### src/rtl/bw_pkg.sv
// Package: shared widths and helper for the sign-corrected multiplier.
// Assumes operand width >= 2.
package bw_pkg;
    localparam int unsigned BW_OP_W = 16;

    // Correction constant: one at bit W and one at bit 2W-1.
    function automatic logic [2*BW_OP_W-1:0] bw_corr(input int unsigned w);
        logic [2*BW_OP_W-1:0] c;
        c = '0;
        c[w]       = 1'b1;
        c[2*w - 1] = 1'b1;
        return c;
    endfunction
endpackage

### src/rtl/bw_pp_array.sv
// Module: builds W shifted partial-product rows plus one correction row.
// Bits with exactly one sign index are inverted; the sign x sign bit is kept.
// Assumes W == bw_pkg::BW_OP_W so the correction row lines up.
module bw_pp_array #(
    parameter int unsigned W = bw_pkg::BW_OP_W
) (
    input  logic [W-1:0]            a,
    input  logic [W-1:0]            b,
    output logic [W:0][2*W-1:0]     rows
);
    localparam int unsigned PW = 2 * W;

    // Form each row: row i holds a[j]&b[i] at weight i+j, sign terms inverted.
    always_comb begin
        rows = '0;
        for (int i = 0; i < W; i++) begin
            for (int j = 0; j < W; j++) begin
                if ((i == W - 1) != (j == W - 1))
                    rows[i][i + j] = ~(a[j] & b[i]);
                else
                    rows[i][i + j] = a[j] & b[i];
            end
        end
        rows[W] = PW'(bw_pkg::bw_corr(W));
    end
endmodule

### src/rtl/bw_rca.sv
// Module: N-bit ripple-carry adder made of full-adder cells.
// The carry out of the top bit is discarded (modulo 2^N sum).
module bw_rca #(
    parameter int unsigned N = 32
) (
    input  logic [N-1:0] x,
    input  logic [N-1:0] y,
    output logic [N-1:0] s
);
    logic [N-1:0] c;

    assign c[0] = 1'b0;

    for (genvar k = 0; k < N; k++) begin : g_fa
        // Sum bit of one full-adder cell.
        assign s[k] = x[k] ^ y[k] ^ c[k];
        if (k < N - 1) begin : g_carry
            // Carry into the next cell.
            assign c[k + 1] = (x[k] & y[k]) | (x[k] & c[k]) | (y[k] & c[k]);
        end
    end
endmodule

### src/rtl/bw_mult.sv
// Module: top of the signed W x W multiplier. Partial-product rows are
// accumulated through a chain of ripple adders; the result is either
// registered (OUT_REG = 1, one cycle latency) or passed through (OUT_REG = 0).
// Assumes synchronous active-low reset; no multiply operator in the datapath.
module bw_mult #(
    parameter int unsigned W       = bw_pkg::BW_OP_W,
    parameter bit          OUT_REG = 1'b1
) (
    input  logic               clk,
    input  logic               rst_n,
    input  logic [W-1:0]       op_a,
    input  logic [W-1:0]       op_b,
    output logic [2*W-1:0]     prod
);
    localparam int unsigned PW    = 2 * W;
    localparam int unsigned NROWS = W + 1;

    logic [W:0][PW-1:0]       rows;
    logic [NROWS-1:0][PW-1:0] acc;
    logic [PW-1:0]            sum;

    bw_pp_array #(.W(W)) u_pp (
        .a    (op_a),
        .b    (op_b),
        .rows (rows)
    );

    assign acc[0] = rows[0];

    for (genvar k = 1; k < NROWS; k++) begin : g_acc
        bw_rca #(.N(PW)) u_add (
            .x (acc[k - 1]),
            .y (rows[k]),
            .s (acc[k])
        );
    end

    assign sum = acc[NROWS - 1];

    // Checker reference: sign-extended behavioural product (assertions only).
    logic [PW-1:0] chk_ref;
    always_comb chk_ref = PW'($signed({{W{op_a[W-1]}}, op_a}) * $signed({{W{op_b[W-1]}}, op_b}));

    if (OUT_REG) begin : g_reg
        // Output register with synchronous active-low clear.
        always_ff @(posedge clk) begin
            if (!rst_n) prod <= '0;
            else        prod <= sum;
        end

        // registered output equals the exact product one cycle later.
        a_r6_latency: assert property (@(posedge clk) disable iff (!rst_n)
            $past(rst_n) |-> prod == $past(chk_ref));
        // a low reset at an edge leaves zero on the output.
        a_r7_reset_clear: assert property (@(posedge clk)
            !rst_n |=> prod == '0);
        // zero operand gives zero product.
        a_r4_zero: assert property (@(posedge clk) disable iff (!rst_n)
            $past(rst_n) && $past(op_a == '0 || op_b == '0) |-> prod == '0);
        // sign of a product of nonzero operands.
        a_r5_sign: assert property (@(posedge clk) disable iff (!rst_n)
            $past(rst_n) && $past(op_a != '0 && op_b != '0)
            |-> prod[PW-1] == $past(op_a[W-1] ^ op_b[W-1]));
    end else begin : g_comb
        assign prod = sum;

        // combinational output equals the exact product.
        a_r8_comb_exact: assert property (@(posedge clk) disable iff (!rst_n)
            prod == chk_ref);
        // zero operand gives zero product.
        a_r4_zero_c: assert property (@(posedge clk) disable iff (!rst_n)
            (op_a == '0 || op_b == '0) |-> prod == '0);
        // sign of a product of nonzero operands.
        a_r5_sign_c: assert property (@(posedge clk) disable iff (!rst_n)
            (op_a != '0 && op_b != '0) |-> prod[PW-1] == (op_a[W-1] ^ op_b[W-1]));
    end

    // the correction row carries ones at bits W and 2W-1 only.
    a_r9_corr_row: assert property (@(posedge clk) disable iff (!rst_n)
        $countones(rows[W]) == 2 && rows[W][W] && rows[W][PW-1]);
endmodule

### config.mk
export PLATFORM = sky130hd
export DESIGN_NAME = bw_mult
export DESIGN_NICKNAME = d
export VERILOG_FILES = /design/src/rtl/bw_pkg.sv /design/src/rtl/bw_pp_array.sv /design/src/rtl/bw_rca.sv /design/src/rtl/bw_mult.sv
export SDC_FILE = /design/constraint.sdc
export NUM_CORES = 1
export LEC_CHECK = 0
export BUFFER_PORTS_ARGS = -buffer_cell sky130_fd_sc_hd__buf_2
export CAP_MARGIN = 30
export CORE_UTILIZATION = 36
export CTS_CLUSTER_DIAMETER = 100
export DETAILED_ROUTE_END_ITERATION = 8
export GPL_TIMING_DRIVEN = 0
export HOLD_SLACK_MARGIN = 0.08
export PLACE_DENSITY = 0.51
export SYNTH_ARGS = -nofsm -noshare
export SYNTH_HDL_FRONTEND = slang
export SYNTH_SLANG_ARGS = --single-unit
### constraint.sdc
create_clock -name clk -period 19.4 [get_ports clk]
set_input_delay 0.97 -clock clk [delete_from_list [all_inputs] [get_ports clk]]
set_output_delay 0.97 -clock clk [all_outputs]
set_load 0.05 [all_outputs]
=== After elaboration in Yosys (flattened, before gate mapping) ===
Cells that the tools add are included.

* Bitwise gates (word level): 1,917

{| class="wikitable"
|+ Operators by type and width
! kind !! number
|-
| $and 1x1->1 || 958
|-
| $xor 1x1->1 || 479
|-
| $or 1x1->1 || 448
|-
| $not 1->1 || 32
|}

* Flip-flop bits (word level): 32

=== Depth between registers and ports, before layout ===
Gate-level depths: netlist (run 1).

* Depth in word-level cells: 118
* Gate-level depth with buffers: 55

=== By module ===
From an unflattened synthesis (run 1), not the netlist that was laid out.

* Cell total of the unflattened synthesis: 1,157
* Area total of the unflattened synthesis: 15,100.7 µm²

{| class="wikitable"
|+ By module, submodules not included
! module !! times used !! cells each !! area an instance (µm²)
|-
| bw_rca || 16 || 32 || 636.9
|-
| bw_pp_array || 1 || 578 || 4,015.1
|-
| bw_mult || 1 || 67 || 895.9
|}

=== Least setup slack after synthesis (run 1) ===
OpenSTA, ideal clock, no wires.

* Path type: input port to flip-flop
* From: input port op_a[0]
* To: register prod[30]
* Arrival: 20.284 ns
* Slack: -0.999 ns
* Stages on the path: 50
* Buffers on the path: 1
* Path through: buf_4 > and2_1 > ha_1 > fa_1 > fa_1 > fa_1 > fa_1 > fa_1 > fa_1 > fa_1 > fa_1 > fa_1 > fa_1 > fa_1 > fa_1 > fa_1 > fa_1 > fa_1 > [... 14 more ...] > fa_1 > fa_1 > fa_1 > fa_1 > fa_1 > fa_1 > fa_1 > fa_1 > fa_1 > fa_1 > fa_1 > fa_1 > fa_1 > inv_1 > fa_1 > inv_1 > ha_1 > and2_1

{| class="wikitable"
|+ RTL lines
! what !! line !! text
|-
| start, declared || bw_mult.sv:11 || <nowiki>input logic [W-1:0] op_a,</nowiki>
|-
| end signal, assigned || bw_mult.sv:48 || <nowiki>else prod <= sum;</nowiki>
|-
| end, declared || bw_mult.sv:13 || <nowiki>output logic [2*W-1:0] prod</nowiki>
|}

=== Final worst setup path (run 1) ===
* From: input port op_b[0]
* To: register prod[31]

* Word-level cells in the longest chain between the ends: 118
* Elaborated cells between the ends (all ways): 1,617
* Those cells by class: bitwise (1617)

{| class="wikitable"
|+ Ends and longest elaborated chain
! what !! line !! text
|-
| start, declared || bw_mult.sv:12 || <nowiki>input logic [W-1:0] op_b,</nowiki>
|-
| $and 1x1->1 || bw_pp_array.sv:21 || <nowiki>rows[i][i + j] = a[j] & b[i];</nowiki>
|-
| $and 1x1->1 (2 in a row) || bw_rca.sv:19 || <nowiki>assign c[k + 1] = (x[k] & y[k]) | (x[k] & c[k]) | (y[k] & c[k]);</nowiki>
|-
| $or 1x1->1 (2 in a row) || bw_rca.sv:19 ||
|-
| $and 1x1->1 || bw_rca.sv:19 ||
|-
| $or 1x1->1 (2 in a row) || bw_rca.sv:19 ||
|-
| $and 1x1->1 || bw_rca.sv:19 ||
|-
| $or 1x1->1 (2 in a row) || bw_rca.sv:19 ||
|-
| $and 1x1->1 || bw_rca.sv:19 ||
|-
| [... 95 more ...] || -- ||
|-
| $and 1x1->1 || bw_rca.sv:19 ||
|-
| $or 1x1->1 (2 in a row) || bw_rca.sv:19 ||
|-
| $and 1x1->1 || bw_rca.sv:19 ||
|-
| $or 1x1->1 (2 in a row) || bw_rca.sv:19 ||
|-
| $and 1x1->1 || bw_rca.sv:19 ||
|-
| $or 1x1->1 (2 in a row) || bw_rca.sv:19 ||
|-
| $not 1->1 (no line) || -- ||
|-
| $xor 1x1->1 (*) || bw_rca.sv:16 || <nowiki>assign s[k] = x[k] ^ y[k] ^ c[k];</nowiki>
|}

Every way passes the cells marked *; elsewhere a longest branch is shown, timed or not.
A chain may end at the register's enable or synchronous reset.

==> results_dict.tcl, run 1 <==
set metrics [dict create \
    num_vias 4358 \
    cp_slowest_stage_delay_ps 570 \
    worst_slew_pin_slew_ps 255 \
    endpoint_kind "flop" \
    failed_checks "setup timing" \
    htree_levels 2 \
    fillers 1937 \
    layoutNonFillerInstCount 973 \
    routed_wl_mm 13.4 \
    io_buffers 64 \
    hpwl_mm 13.2 \
    placed_cells 966 \
    syn-num-nets 920 \
    yosysSeqAreaShare_pct 8.52 \
    gp_congestion 0.718 \
    die_w_um 147 \
    coreArea_mm2 0.0204 \
    yosysUniqueCellTypes 12 \
    grt_overflow 0 \
    syn_inst 632 \
    grt_use_total_pct 14.3 \
    cts_root_buf "clkbuf_16" \
    initial_core_util_pct 36.9 \
    setup_viol 2 \
    maxCapViolations 0 \
    slew_headroom_pct 83.1 \
    antenna_found_initial 1 \
    wl_per_cell_um 13.7 \
    n_antenna_cell 0 \
    ctsHoldBuffers 0 \
    ys_ff_latch 32 \
    min_period_over_period_pct 101 \
    largest_register_ffs 32 \
    regArea_um2 641 \
    clkTransAtPathRegs_ps 50 \
    cp-start-kind "primary input" \
    cp_slowest_cell "fa_2" \
    multi_input_area_mm2 0.00703 \
    hold_class "primary input to flop" \
    fmax_mhz 50.9 \
    worst_slack_ps -228 \
    status "finished, violations left" \
    fin_hold_ws_ps 960 \
    die_h_um 147 \
    first_global_vias 5180 \
    cts_tree "yes" \
    cts-buffers-inserted 5 \
    drive_gt1_share_pct 42.2 \
    cp_data_arrival_time_ps 19810 \
    viasPerCell 4.48 \
    syn2layout_area_growth_pct 18.1 \
    dr.pass1.iters 4 \
    cts_sinks 32 \
    post-route-util_pct 43.6 \
    finalHoldViolations 0 \
    crit_start "op_b[0]" \
    slew_violations 0 \
    hp-start "op_a[0]" \
    crit_type "primary input to flop" \
    finalCriticalPeriod_ps 19630 \
    top_register "prod" \
    die_area_mm2 0.0215 \
    grt_max_degree 11 \
    yosysWarningCount 0 \
    crit_required_ps 19580 \
    grt_pass1_wl_mm 24.1 \
    antenna_left 0 \
    rsz0062_at_grt "yes" \
    num_io_pins 66 \
    dr.first_iter.drc_count 57 \
    final_cell_area_mm2 0.00888 \
    largestRegisters "prod: 32 flops" \
    synth_area_per_cell_um2 11.9 \
    rows 52 \
    dpl-instance-area_mm2 0.00851 \
    syn_area_mm2 0.00752 \
    drcViolationCount 0 \
    cp_max_fo 7 \
    cp_common_cell "fa_2" \
    nNetsFinal 990 \
    cts_buffer_depth 2 \
]
==> repair_timing <==
action | CTS | global route
endpoints found under the setup margin | 4 | 4
buffers inserted | 0 | 0
pin swaps | 29 | 32
resized for setup | 27 | 51
==> layer usage <==
layer  track usage, %  routed length (um)  up-vias
met3             2.00                 343       10
met1             15.9                5310     2283
met2             28.5                7570       45
met4             2.81                 123        2
met5                0                   8        -
li1                 -                   -     2018
==> worst paths after layout <==
check                  end  slack, ps  cells past startpoint
setup / recovery  prod[31]       -230                     53
hold / removal     prod[0]        960                      2
==> synthesized netlist by cell type <==
library cell	instances	area, um^2
buf_6	1	11.3
nand2_1	53	199
and3_1	1	6.26
inv_1	22	82.6
and2_1	232	1450
clkbuf_2	4	20.0
fa_1	224	4480
ha_1	30	375
nor2b_1	1	6.26
dfxtp_1	32	641
buf_4	31	233
xor2_1	1	8.76
==> through the flow <==
stage | setup TNS, ps | setup slack (ps)
2_1_floorplan | -745 | -379
3_3_place_gp | -2810 | -978
3_5_place_dp | -3850 | -1210
4_1_cts | -1290 | -567
5_1_grt | -1700 | -704
6_report | -443 | -228
==> final cells by class <==
cell class	count	share of cell area (%)
sequential	32	7.21
clock inverter	2	0.394
timing repair buffer	64	4.13
clock buffer	6	1.45
tap	270	3.80
multi-input combinational	542	79.1
inverter	22	0.930
buffer	35	2.93
==> critical path: cells and delay by family <==
family	cells	cell delay (ps)
xor gates and xnor gates	1	150
adders and majority gates	45	18030
and+or+nand+nor	2	310
buffers and inverters	5	330
==> kinds of logic after synthesis <==
family                   after synthesis  synth area share [%]
buffers and inverters                 58                  4.61
XOR/XNOR                               1                 0.117
adder cells (fa/ha/maj)              254                  64.6
flip-flops                            32                  8.52
AND/OR/NAND/NOR                      287                  22.1
==> placed cells by master (no fill, tap or decap), drive strengths merged <==
cell,netlist,final
dfxtp,32,32
and3,1,1
and2,232,232
nand2,53,53
inv,22,22
clkinv,0,1
buf,32,95
fa,224,224
clkbuf,4,10
nor2b,1,1
bufinv,0,1
xor2,1,1
ha,30,30
Power of run 1 is not shown: default switching activity piles up to over one toggle a cycle in this logic, so the estimate is an artifact.
==> run 2, diff against run 1 <==
--- a/config.mk
+++ b/config.mk
@@ -7,12 +7,14 @@
 export LEC_CHECK = 0
 export BUFFER_PORTS_ARGS = -buffer_cell sky130_fd_sc_hd__buf_2
 export CAP_MARGIN = 30
+export CELL_PAD_IN_SITES_DETAIL_PLACEMENT = 1
+export CELL_PAD_IN_SITES_GLOBAL_PLACEMENT = 1
 export CORE_UTILIZATION = 36
 export CTS_CLUSTER_DIAMETER = 100
 export DETAILED_ROUTE_END_ITERATION = 8
 export GPL_TIMING_DRIVEN = 0
 export HOLD_SLACK_MARGIN = 0.08
-export PLACE_DENSITY = 0.51
+export PLACE_DENSITY = 0.61
 export SYNTH_ARGS = -nofsm -noshare
 export SYNTH_HDL_FRONTEND = slang
 export SYNTH_SLANG_ARGS = --single-unit
==> results_dict.tcl, run 2 (same netlist as run 1, synthesis figures left out) <==
set metrics [dict create \
    cp-start-kind "primary input" \
    final_cell_mix "and2_1, fa_2, buf_2, nand2_1, fa_1" \
    cts-buffers-inserted 5 \
    routed_wl_mm 15.4 \
    min_path_cells 2 \
    cp_max_fo 7 \
    rsz0062_at_grt "yes" \
    grt_max_degree 11 \
    slew_violations 0 \
    cts_root_buf "clkbuf_16" \
    cts_tree "yes" \
    hpwl_mm 14.6 \
    finalCriticalPeriod_ps 19700 \
    worst_slew_pin_slew_ps 249 \
    grt_pass1_wl_mm 26.9 \
    cts_buffer_depth 2 \
    failed_checks "setup timing" \
    dr.pass1.iters 4 \
    finalHoldViolations 0 \
    endpoint_kind "flop" \
    antenna_left 0 \
    viasPerCell 4.57 \
    grt_overflow 0 \
    initial_core_util_pct 36.9 \
    worst_slack_ps -304 \
    largestRegisters "prod: 32 flops" \
    status "finished, violations left" \
    cp_common_cell "fa_2" \
    num_io_pins 66 \
    layoutNonFillerInstCount 976 \
    min_period_over_period_pct 102 \
    mostFrequentLayoutCell "and2_1" \
    maxCapViolations 0 \
    io_buffers 64 \
    cp_slowest_cell "fa_2" \
    rows 52 \
    clkTransAtPathRegs_ps 60 \
    top_register "prod" \
    first_global_vias 5531 \
    largest_register_ffs 32 \
    grt_use_total_pct 16.2 \
    placed_cells 966 \
    cts_sinks 32 \
    num_vias 4459 \
    htree_levels 2 \
    dr.first_iter.drc_count 46 \
    wl_per_cell_um 15.8 \
    setup_viol 2 \
    cp_data_arrival_time_ps 19890 \
    crit_type "primary input to flop" \
    die_h_um 147 \
    die_area_mm2 0.0215 \
    hold_class "primary input to flop" \
    gp_congestion 0.719 \
    syn2layout_area_growth_pct 18.5 \
    die_w_um 147 \
    drcViolationCount 0 \
    cp_slowest_stage_delay_ps 600 \
    crit_required_ps 19580 \
    slew_headroom_pct 83.5 \
    antenna_found_initial 0 \
    nNetsFinal 992 \
    drive_gt1_share_pct 43.4 \
    coreArea_mm2 0.0204 \
    fmax_mhz 50.8 \
]
-- run 2: cell types whose count changed in the layout (fill, tap and decap cells not counted), sizes merged --
cell   previous run  this run
buf              95        97
diode             0         1
-- run 2: metal layers --
| metal | global-route usage (%) | vias to the layer above | part of all wire (%) |
|---|---|---|---|
| met3 | 2.13 | 6 | 2.4 |
| met2 | 33.0 | 44 | 59 |
| met4 | 2.81 | 0 | 0.81 |
| li1 | - | 2023 | - |
| met1 | 17.5 | 2386 | 38 |
| met5 | 0 | - | 0 |
-- run 2: stage by stage --
step,worst slack [ps],utilization [%],TNS (ps),cell area [um^2],hold slack (ps)
floorplan,-379,-,-745,7850,1100
global placement,-984,41.8,-2820,8510,1310
detailed placement,-1470,41.8,-5120,8510,1320
CTS,-481,43.2,-1060,8800,958
global route,-755,43.7,-1900,8910,1000
finish,-304,43.8,-587,8910,981
-- run 2: path summary, 6_finish.rpt --
path	to	from	slack, ps
setup / recovery	prod[31]	op_a[1]	-300
hold / removal	prod[0]	op_b[0]	980
-- run 2: layout make-up --
class	instances	area [um^2]
fillers	2155	11500
multi-input cells	542	7050
flip-flops and latches	32	641
repair buffers	66	373
well taps	270	338
plain buffers	35	260
clock buffers	6	129
inverters	22	82.6
clock inverters	2	35.0
diodes	1	2.50
-- run 2: critical path: cells and delay by family --
family                     cells  cell delay (ps)
buffers and inverters          5              310
and+or+nand+nor                2              310
adders and majority gates     45            18100
xor gates and xnor gates       1              150
-- run 2: what timing repair did --
| action | CTS | global route |
|---|---|---|
| setup endpoints to repair | 5 | 4 |
| pin swaps | 38 | 23 |
| resized for setup | 52 | 31 |
| hold buffers | 0 | 0 |
| buffers inserted | 0 | 2 |
Power of run 2 is left out for the same reason.
